===== src/rtl/dac_wr_pkg.sv =====
`timescale 1ns/1ps
package dac_wr_pkg;

  typedef enum logic [2:0] {
    ST_IDLE,
    ST_SETUP,
    ST_STROBE,
    ST_HOLD,
    ST_WAIT
  } seq_state_e;

  localparam logic [1:0] SHDN_ADDR = 2'd3;

  function automatic int unsigned max2(input int unsigned a, input int unsigned b);
    return (a > b) ? a : b;
  endfunction

endpackage


===== src/rtl/dac_wr_timer.sv =====
`timescale 1ns/1ps
module dac_wr_timer #(
  parameter int unsigned CW = 4
) (
  input  logic          clk_i,
  input  logic          rst_ni,
  input  logic          load_i,
  input  logic [CW-1:0] load_val_i,
  output logic          done_o
);

  logic [CW-1:0] cnt_q;

  always_ff @(posedge clk_i or negedge rst_ni) begin
    if (!rst_ni) begin
      cnt_q <= '0;
    end else if (load_i) begin
      cnt_q <= load_val_i;
    end else if (cnt_q != '0) begin
      cnt_q <= cnt_q - 1'b1;
    end
  end

  assign done_o = (cnt_q == '0);

endmodule


===== src/rtl/dac_wr_ctrl.sv =====
`timescale 1ns/1ps
module dac_wr_ctrl
  import dac_wr_pkg::*;
#(
  parameter int unsigned ADDR_SETUP = 1,
  parameter int unsigned DATA_SETUP = 3,
  parameter int unsigned STROBE_CYC = 2,
  parameter int unsigned HOLD_CYC   = 1,
  parameter int unsigned SHDN_WAIT  = 2000,
  parameter int unsigned WAKE_WAIT  = 1300,
  parameter int unsigned CW         = 11
) (
  input  logic          clk_i,
  input  logic          rst_ni,
  input  logic          req_valid_i,
  input  logic          req_is_shdn_i,
  input  logic          tmr_done_i,
  output logic          tmr_load_o,
  output logic [CW-1:0] tmr_val_o,
  output logic          accept_o,
  output logic          strobe_d_o,
  output logic          idle_o
);

  localparam int unsigned SU = max2(ADDR_SETUP, DATA_SETUP);
  localparam logic [CW-1:0] SU_LD   = CW'(SU - 1);
  localparam logic [CW-1:0] ST_LD   = CW'(STROBE_CYC - 1);
  localparam logic [CW-1:0] HD_LD   = CW'(HOLD_CYC - 1);
  localparam logic [CW-1:0] SHDN_LD = CW'(SHDN_WAIT - 1);
  localparam logic [CW-1:0] WAKE_LD = CW'(WAKE_WAIT - 1);

  seq_state_e state_q, state_d;
  logic shdn_q, wake_q, asleep_q;

  assign idle_o   = (state_q == ST_IDLE);
  assign accept_o = idle_o && req_valid_i;

  always_comb begin
    state_d    = state_q;
    tmr_load_o = 1'b0;
    tmr_val_o  = '0;
    unique case (state_q)
      ST_IDLE: if (accept_o) begin
        state_d = ST_SETUP; tmr_load_o = 1'b1; tmr_val_o = SU_LD;
      end
      ST_SETUP: if (tmr_done_i) begin
        state_d = ST_STROBE; tmr_load_o = 1'b1; tmr_val_o = ST_LD;
      end
      ST_STROBE: if (tmr_done_i) begin
        state_d = ST_HOLD; tmr_load_o = 1'b1; tmr_val_o = HD_LD;
      end
      ST_HOLD: if (tmr_done_i) begin
        if (shdn_q) begin
          state_d = ST_WAIT; tmr_load_o = 1'b1; tmr_val_o = SHDN_LD;
        end else if (wake_q) begin
          state_d = ST_WAIT; tmr_load_o = 1'b1; tmr_val_o = WAKE_LD;
        end else begin
          state_d = ST_IDLE;
        end
      end
      ST_WAIT: if (tmr_done_i) state_d = ST_IDLE;
      default: state_d = ST_IDLE;
    endcase
  end

  assign strobe_d_o = (state_d == ST_STROBE);

  always_ff @(posedge clk_i or negedge rst_ni) begin
    if (!rst_ni) begin
      state_q  <= ST_IDLE;
      shdn_q   <= 1'b0;
      wake_q   <= 1'b0;
      asleep_q <= 1'b0;
    end else begin
      state_q <= state_d;
      if (accept_o) begin
        shdn_q   <= req_is_shdn_i;
        // recovery wait only when leaving the low-power state
        wake_q   <= !req_is_shdn_i && asleep_q;
        asleep_q <= req_is_shdn_i;
      end
    end
  end

endmodule


===== src/rtl/dac_wr_bus.sv =====
`timescale 1ns/1ps
module dac_wr_bus #(
  parameter int unsigned AW = 2,
  parameter int unsigned DW = 8
) (
  input  logic          clk_i,
  input  logic          rst_ni,
  input  logic          load_i,
  input  logic [AW-1:0] addr_i,
  input  logic [DW-1:0] data_i,
  input  logic          strobe_i,
  output logic [AW-1:0] addr_o,
  output logic [DW-1:0] data_o,
  output logic          wr_no
);

  always_ff @(posedge clk_i or negedge rst_ni) begin
    if (!rst_ni) begin
      addr_o <= '0;
      data_o <= '0;
      wr_no  <= 1'b1;
    end else begin
      if (load_i) begin
        addr_o <= addr_i;
        data_o <= data_i;
      end
      wr_no <= !strobe_i;
    end
  end

endmodule


===== src/rtl/dac_wr_seq.sv =====
`timescale 1ns/1ps
module dac_wr_seq
  import dac_wr_pkg::*;
#(
  parameter int unsigned ADDR_SETUP = 1,
  parameter int unsigned DATA_SETUP = 3,
  parameter int unsigned STROBE_CYC = 2,
  parameter int unsigned HOLD_CYC   = 1,
  parameter int unsigned SHDN_WAIT  = 2000,
  parameter int unsigned WAKE_WAIT  = 1300
) (
  input  logic       clk_i,
  input  logic       rst_ni,
  input  logic       req_valid_i,
  output logic       req_ready_o,
  input  logic       req_shdn_i,
  input  logic [1:0] req_chan_i,
  input  logic [7:0] req_code_i,
  output logic       busy_o,
  output logic [1:0] dac_addr_o,
  output logic [7:0] dac_data_o,
  output logic       dac_wr_no
);

  localparam int unsigned SU   = max2(ADDR_SETUP, DATA_SETUP);
  localparam int unsigned MAXV = max2(max2(max2(SU, STROBE_CYC), HOLD_CYC),
                                      max2(SHDN_WAIT, WAKE_WAIT));
  localparam int unsigned CW   = $clog2(MAXV + 1);

  logic          is_shdn, accept, idle, strobe_d, tmr_load, tmr_done;
  logic [CW-1:0] tmr_val;
  logic [1:0]    tgt_addr;

  assign is_shdn  = req_shdn_i || (req_chan_i == SHDN_ADDR);
  assign tgt_addr = is_shdn ? SHDN_ADDR : req_chan_i;

  dac_wr_ctrl #(
    .ADDR_SETUP(ADDR_SETUP), .DATA_SETUP(DATA_SETUP), .STROBE_CYC(STROBE_CYC),
    .HOLD_CYC(HOLD_CYC), .SHDN_WAIT(SHDN_WAIT), .WAKE_WAIT(WAKE_WAIT), .CW(CW)
  ) u_ctrl (
    .clk_i, .rst_ni,
    .req_valid_i,
    .req_is_shdn_i(is_shdn),
    .tmr_done_i(tmr_done),
    .tmr_load_o(tmr_load),
    .tmr_val_o(tmr_val),
    .accept_o(accept),
    .strobe_d_o(strobe_d),
    .idle_o(idle)
  );

  dac_wr_timer #(.CW(CW)) u_tmr (
    .clk_i, .rst_ni,
    .load_i(tmr_load),
    .load_val_i(tmr_val),
    .done_o(tmr_done)
  );

  dac_wr_bus #(.AW(2), .DW(8)) u_bus (
    .clk_i, .rst_ni,
    .load_i(accept),
    .addr_i(tgt_addr),
    .data_i(req_code_i),
    .strobe_i(strobe_d),
    .addr_o(dac_addr_o),
    .data_o(dac_data_o),
    .wr_no(dac_wr_no)
  );

  assign req_ready_o = idle;
  assign busy_o      = !idle;

endmodule


===== config.mk =====
export PLATFORM = sky130hd
export DESIGN_NAME = dac_wr_seq
export DESIGN_NICKNAME = d
export VERILOG_FILES = /design/src/rtl/dac_wr_pkg.sv /design/src/rtl/dac_wr_timer.sv /design/src/rtl/dac_wr_ctrl.sv /design/src/rtl/dac_wr_bus.sv /design/src/rtl/dac_wr_seq.sv
export SDC_FILE = /design/constraint.sdc
export NUM_CORES = 1
export LEC_CHECK = 0
export BUFFER_PORTS_ARGS = -buffer_cell sky130_fd_sc_hd__buf_2
export CORE_MARGIN = 2
export CORE_UTILIZATION = 44
export CTS_CLUSTER_DIAMETER = 100
export DETAILED_ROUTE_END_ITERATION = 10
export PLACE_DENSITY = 0.71
export SETUP_SLACK_MARGIN = 0.1
export SYNTH_ARGS = -nofsm -noshare
export SYNTH_HDL_FRONTEND = slang
export SYNTH_SLANG_ARGS = --single-unit

===== constraint.sdc =====
create_clock -name clk_i -period 4.1 [get_ports clk_i]
set_input_delay 0.82 -clock clk_i [delete_from_list [all_inputs] [get_ports clk_i]]
set_output_delay 0.82 -clock clk_i [all_outputs]
set_load 0.03 [all_outputs]

==> metrics.md <==
| Metric | Value |
|---|---|
| Area of the die | 3510 um^2 |
| R2R depth | 6 |
| # fillers | 284 |
| Tcrit/Tclk final | a little over half |
| DP Area | 1470 um^2 |
| Crit Path Category | flop to primary output |
| Post-cts sizing count | 0 |
| Synthesized Nets | 163 |
| Status | finished, final reports clean |
| Yosys cell types | 37 |
| Routed via count | 1,095 |
| Psw | 307 uW |
| Vias per cell | 5.39 |
| Vias in the first global route | 1,028 |
| Top_reg_cell synth | dfrtp_1 |
| RSZ-0062 raised after global routing | false |
| Skew-Pair Late Insertion Delay | 0.32 ns |
| Pwr dens | 534 nW/um^2 |
| Final TNS setup | 0 ns |
| Initial DRC count | 36 |
| Worst R2R Setup Slack | 2.02 ns |
| Yosys top cell area share | 48.4% |
| Routed len/inst | 12.3 um |
| Seq pwr share | 54.7% |
| Maximum clock rate | 463 MHz |
| Max-slew headroom | 34.0% |
| CP Buf/Inv Count | 1 |
| Seq/Total Area, Yosys | 50.4% |
| Worst Hold Class | input port to async pin |
| Area grow syn2layout | 11.5% |
| CP delay by family, top | flip-flops |
| All-Layer GR Usage | 16.4% |
| Slew Limit Fails | 0 |
| Startpoint types | flop |
| Internal Power | ~490 uW |
| Final instance area | ~1500 um^2 |
| Crit end category | primary output |
| FF-to-FF End | u_ctrl.state_q[1]$_DFF_PN0_ |
| Synthesized instance count | between 100 and 150 |
| Initial antenna violation count | 0 |
| Most common cell in the netlist | nand2_1 |
| CTS max path bufs | 2 |
| Post-Route WL | between 2000 and 3000 um |
| Switching share of power | 38.4% |
| CP required | 3.28 ns |
| TritonCTS clock tree | done |
| CTS sink cnt | 27 |
| Floorplan Core Area | 2980 um^2 |
| Routed Antenna Nets | 0 |
| Ys async rst share | 100% |
| Grt ovf | 0 |
| Hold_buf cts | 0 |
| Top-Level Pins | 27 |
| Row cnt | 20 |
| Layout cells sized above 1 | 20.0% |
| ANT cells | 0 |
| Slew @ Worst Pin | 0.982 ns |
| Final Hold Viols | 0 |
| Root Buffer | clkbuf_4 |
| Max H-tree Level | 1 |
| Pin count of the biggest net entering global routing | 28 |
| Post-DP HPWL | 1850 um |
| Max-cap violations | 0 |
| Average size of a mapped cell | 9.08 um^2 |
| Top post-synthesis cells by area | dfrtp_1 48%, nand2_1 9.2%, o21ai_0 4.5% |
| Port Buffer Count | 26 |
| Drt first pass iters | 4 |
| Layout Skew | 0.00342 ns |
| Critical-path top delay cell | dfrtp_1 |
| Maximum vdd drop | 169 uV |
| Final min period | 2.16 ns |
| Max incr delay on CP | 0.53 ns |
| FF+latch count, synth | 27 |
| EDFF count, synth | 0 |
| Synth top cells by count | 33 x nand2_1, 26 x dfrtp_1, 12 x o21ai_0 |
| Mapped cell area | between 1000 and 1500 um^2 |
| Layout Nets | 186 |
| Clock share of power | 14.0% |
| DRC viols | 0 |
| Final setup viols | 0 |
| Critical Path AT | 1.34 ns |
| Initial Utilization | 45.1% |
| Crit Path Max Fanout | 13 |
| Die width | 59.3 um |
| Combinational share of power | between 30 and 40% |
| Die Y | 59.3 um |
| CTS buffer count | 3 |
| Gp weighted congestion | 0.840 |
| Global-route wire length before repair | 4430 um |
| Lkg Pwr | approximately 0.7 nW |
| CP Cell Sequence | nor3_1, buf_2 |
| Area leader, netlist | dfrtp_1 |
| Origin of the critical flop-to-flop path | u_tmr.cnt_q[0]$_DFFE_PN0P_ |
| CTS clk-pin slew, worst paths | about 0.14 ns |
| PnR Total Power | 800 uW |
| Count of warnings emitted by yosys | 0 |
| Setup bufs post-CTS | 0 |
==> routing by layer <==
metal	track usage, %	up-vias	part of all wire, %
met5	0	-	0
met2	27.3	17	49
met3	2.62	4	2.7
met1	21.5	517	47
met4	5.84	0	1.2
li1	-	557	-
==> layout by cell type, fill, tap and decap left out, drive strengths merged, types with 3 or more instances in the layout <==
cell type,instances
inv,5
xor2,3
nor2b,3
dfrtp,26
nor2,8
a21oi,3
nand3,7
xnor2,3
or3,4
o21ai,13
clkbuf,4
buf,26
a211oi,3
nor3,9
nand2,33
==> worst reg2reg max path, delay by kind of cell (launching register included) <==
family | cells | cell delay, ns
compound gates | 1 | 0.16
fa+ha+maj | 1 | 0.23
buf+inv | 1 | 0.13
flops | 1 | 0.46
simple gates | 3 | 1.04
==> power by group through the flow <==
| stage | Combinational (mW) | Sequential (mW) | Clock, mW |
|---|---|---|---|
| after CTS | 0.255 | 0.438 | 0.116 |
| after global placement | 0.244 | 0.440 | 0 |
| final | 0.250 | 0.437 | 0.112 |
| after floorplan | 0.146 | 0.473 | 0 |
| after detailed placement | 0.255 | 0.442 | 0 |
| after global routing | 0.284 | 0.457 | 0.125 |
==> registers in the layout, summed over array words and instances, names as in the netlist <==
| register | count |
|---|---|
| u_ctrl.shdn_q | 1 |
| u_ctrl.state_q | 3 |
| u_bus.wr_no | 1 |
| u_bus.data_o | 8 |
| u_ctrl.wake_q | 1 |
| u_bus.addr_o | 2 |
| u_tmr.cnt_q | 11 |
==> cell type report <==
type	count	area (um^2)	share of cell area [%]
Sequential cell	27	677	45.2
Tap cell	33	41.3	2.75
Multi-Input combinational cell	108	606	40.4
Inverter	5	18.8	1.25
Clock buffer	4	26.3	1.75
Timing Repair Buffer	26	130	8.68
==> metrics by stage <==
stage	setup WS, ns	utilization, %	hold WS, ns	cells
after floorplan	1.63	-	0.524	148
after global placement	1.97	49.5	0.447	199
after detailed placement	1.90	49.5	0.453	199
after CTS	1.93	50.3	0.483	203
after global routing	1.73	50.3	0.518	203
final	1.94	50.3	0.478	203
==> logic make-up (layout without fill, tap and decap cells) <==
logic type               Yosys count  in the layout  synth area share [%]
AO/OA/AOI/OAI                     28             28                  13.6
XOR/XNOR                           6              6                  3.91
adder cells (fa/ha/maj)            1              1                 0.931
buffers and inverters             13             35                  4.56
flip-flops                        27             27                  50.4
multiplexers                       1              1                 0.745
AND/OR/NAND/NOR                   72             72                  25.9
==> worst max path at each step <==
stage / end / cells past startpoint / start / slack, ns
6_report: req_ready_o / 2 / u_ctrl.state_q[1]$_DFF_PN0_ / 1.94
5_1_grt: u_ctrl.state_q[1]$_DFF_PN0_ / 6 / u_tmr.cnt_q[0]$_DFFE_PN0P_ / 1.73
4_1_cts: req_ready_o / 2 / u_ctrl.state_q[1]$_DFF_PN0_ / 1.93
3_5_place_dp: u_bus.addr_o[0]$_DFFE_PN0P_ / 5 / req_valid_i / 1.90
3_3_place_gp: u_bus.addr_o[1]$_DFFE_PN0P_ / 5 / req_valid_i / 1.97
2_1_floorplan: busy_o / 3 / u_ctrl.state_q[2]$_DFF_PN0_ / 1.63
No activity file was read; power rests on OpenSTA's default activity.
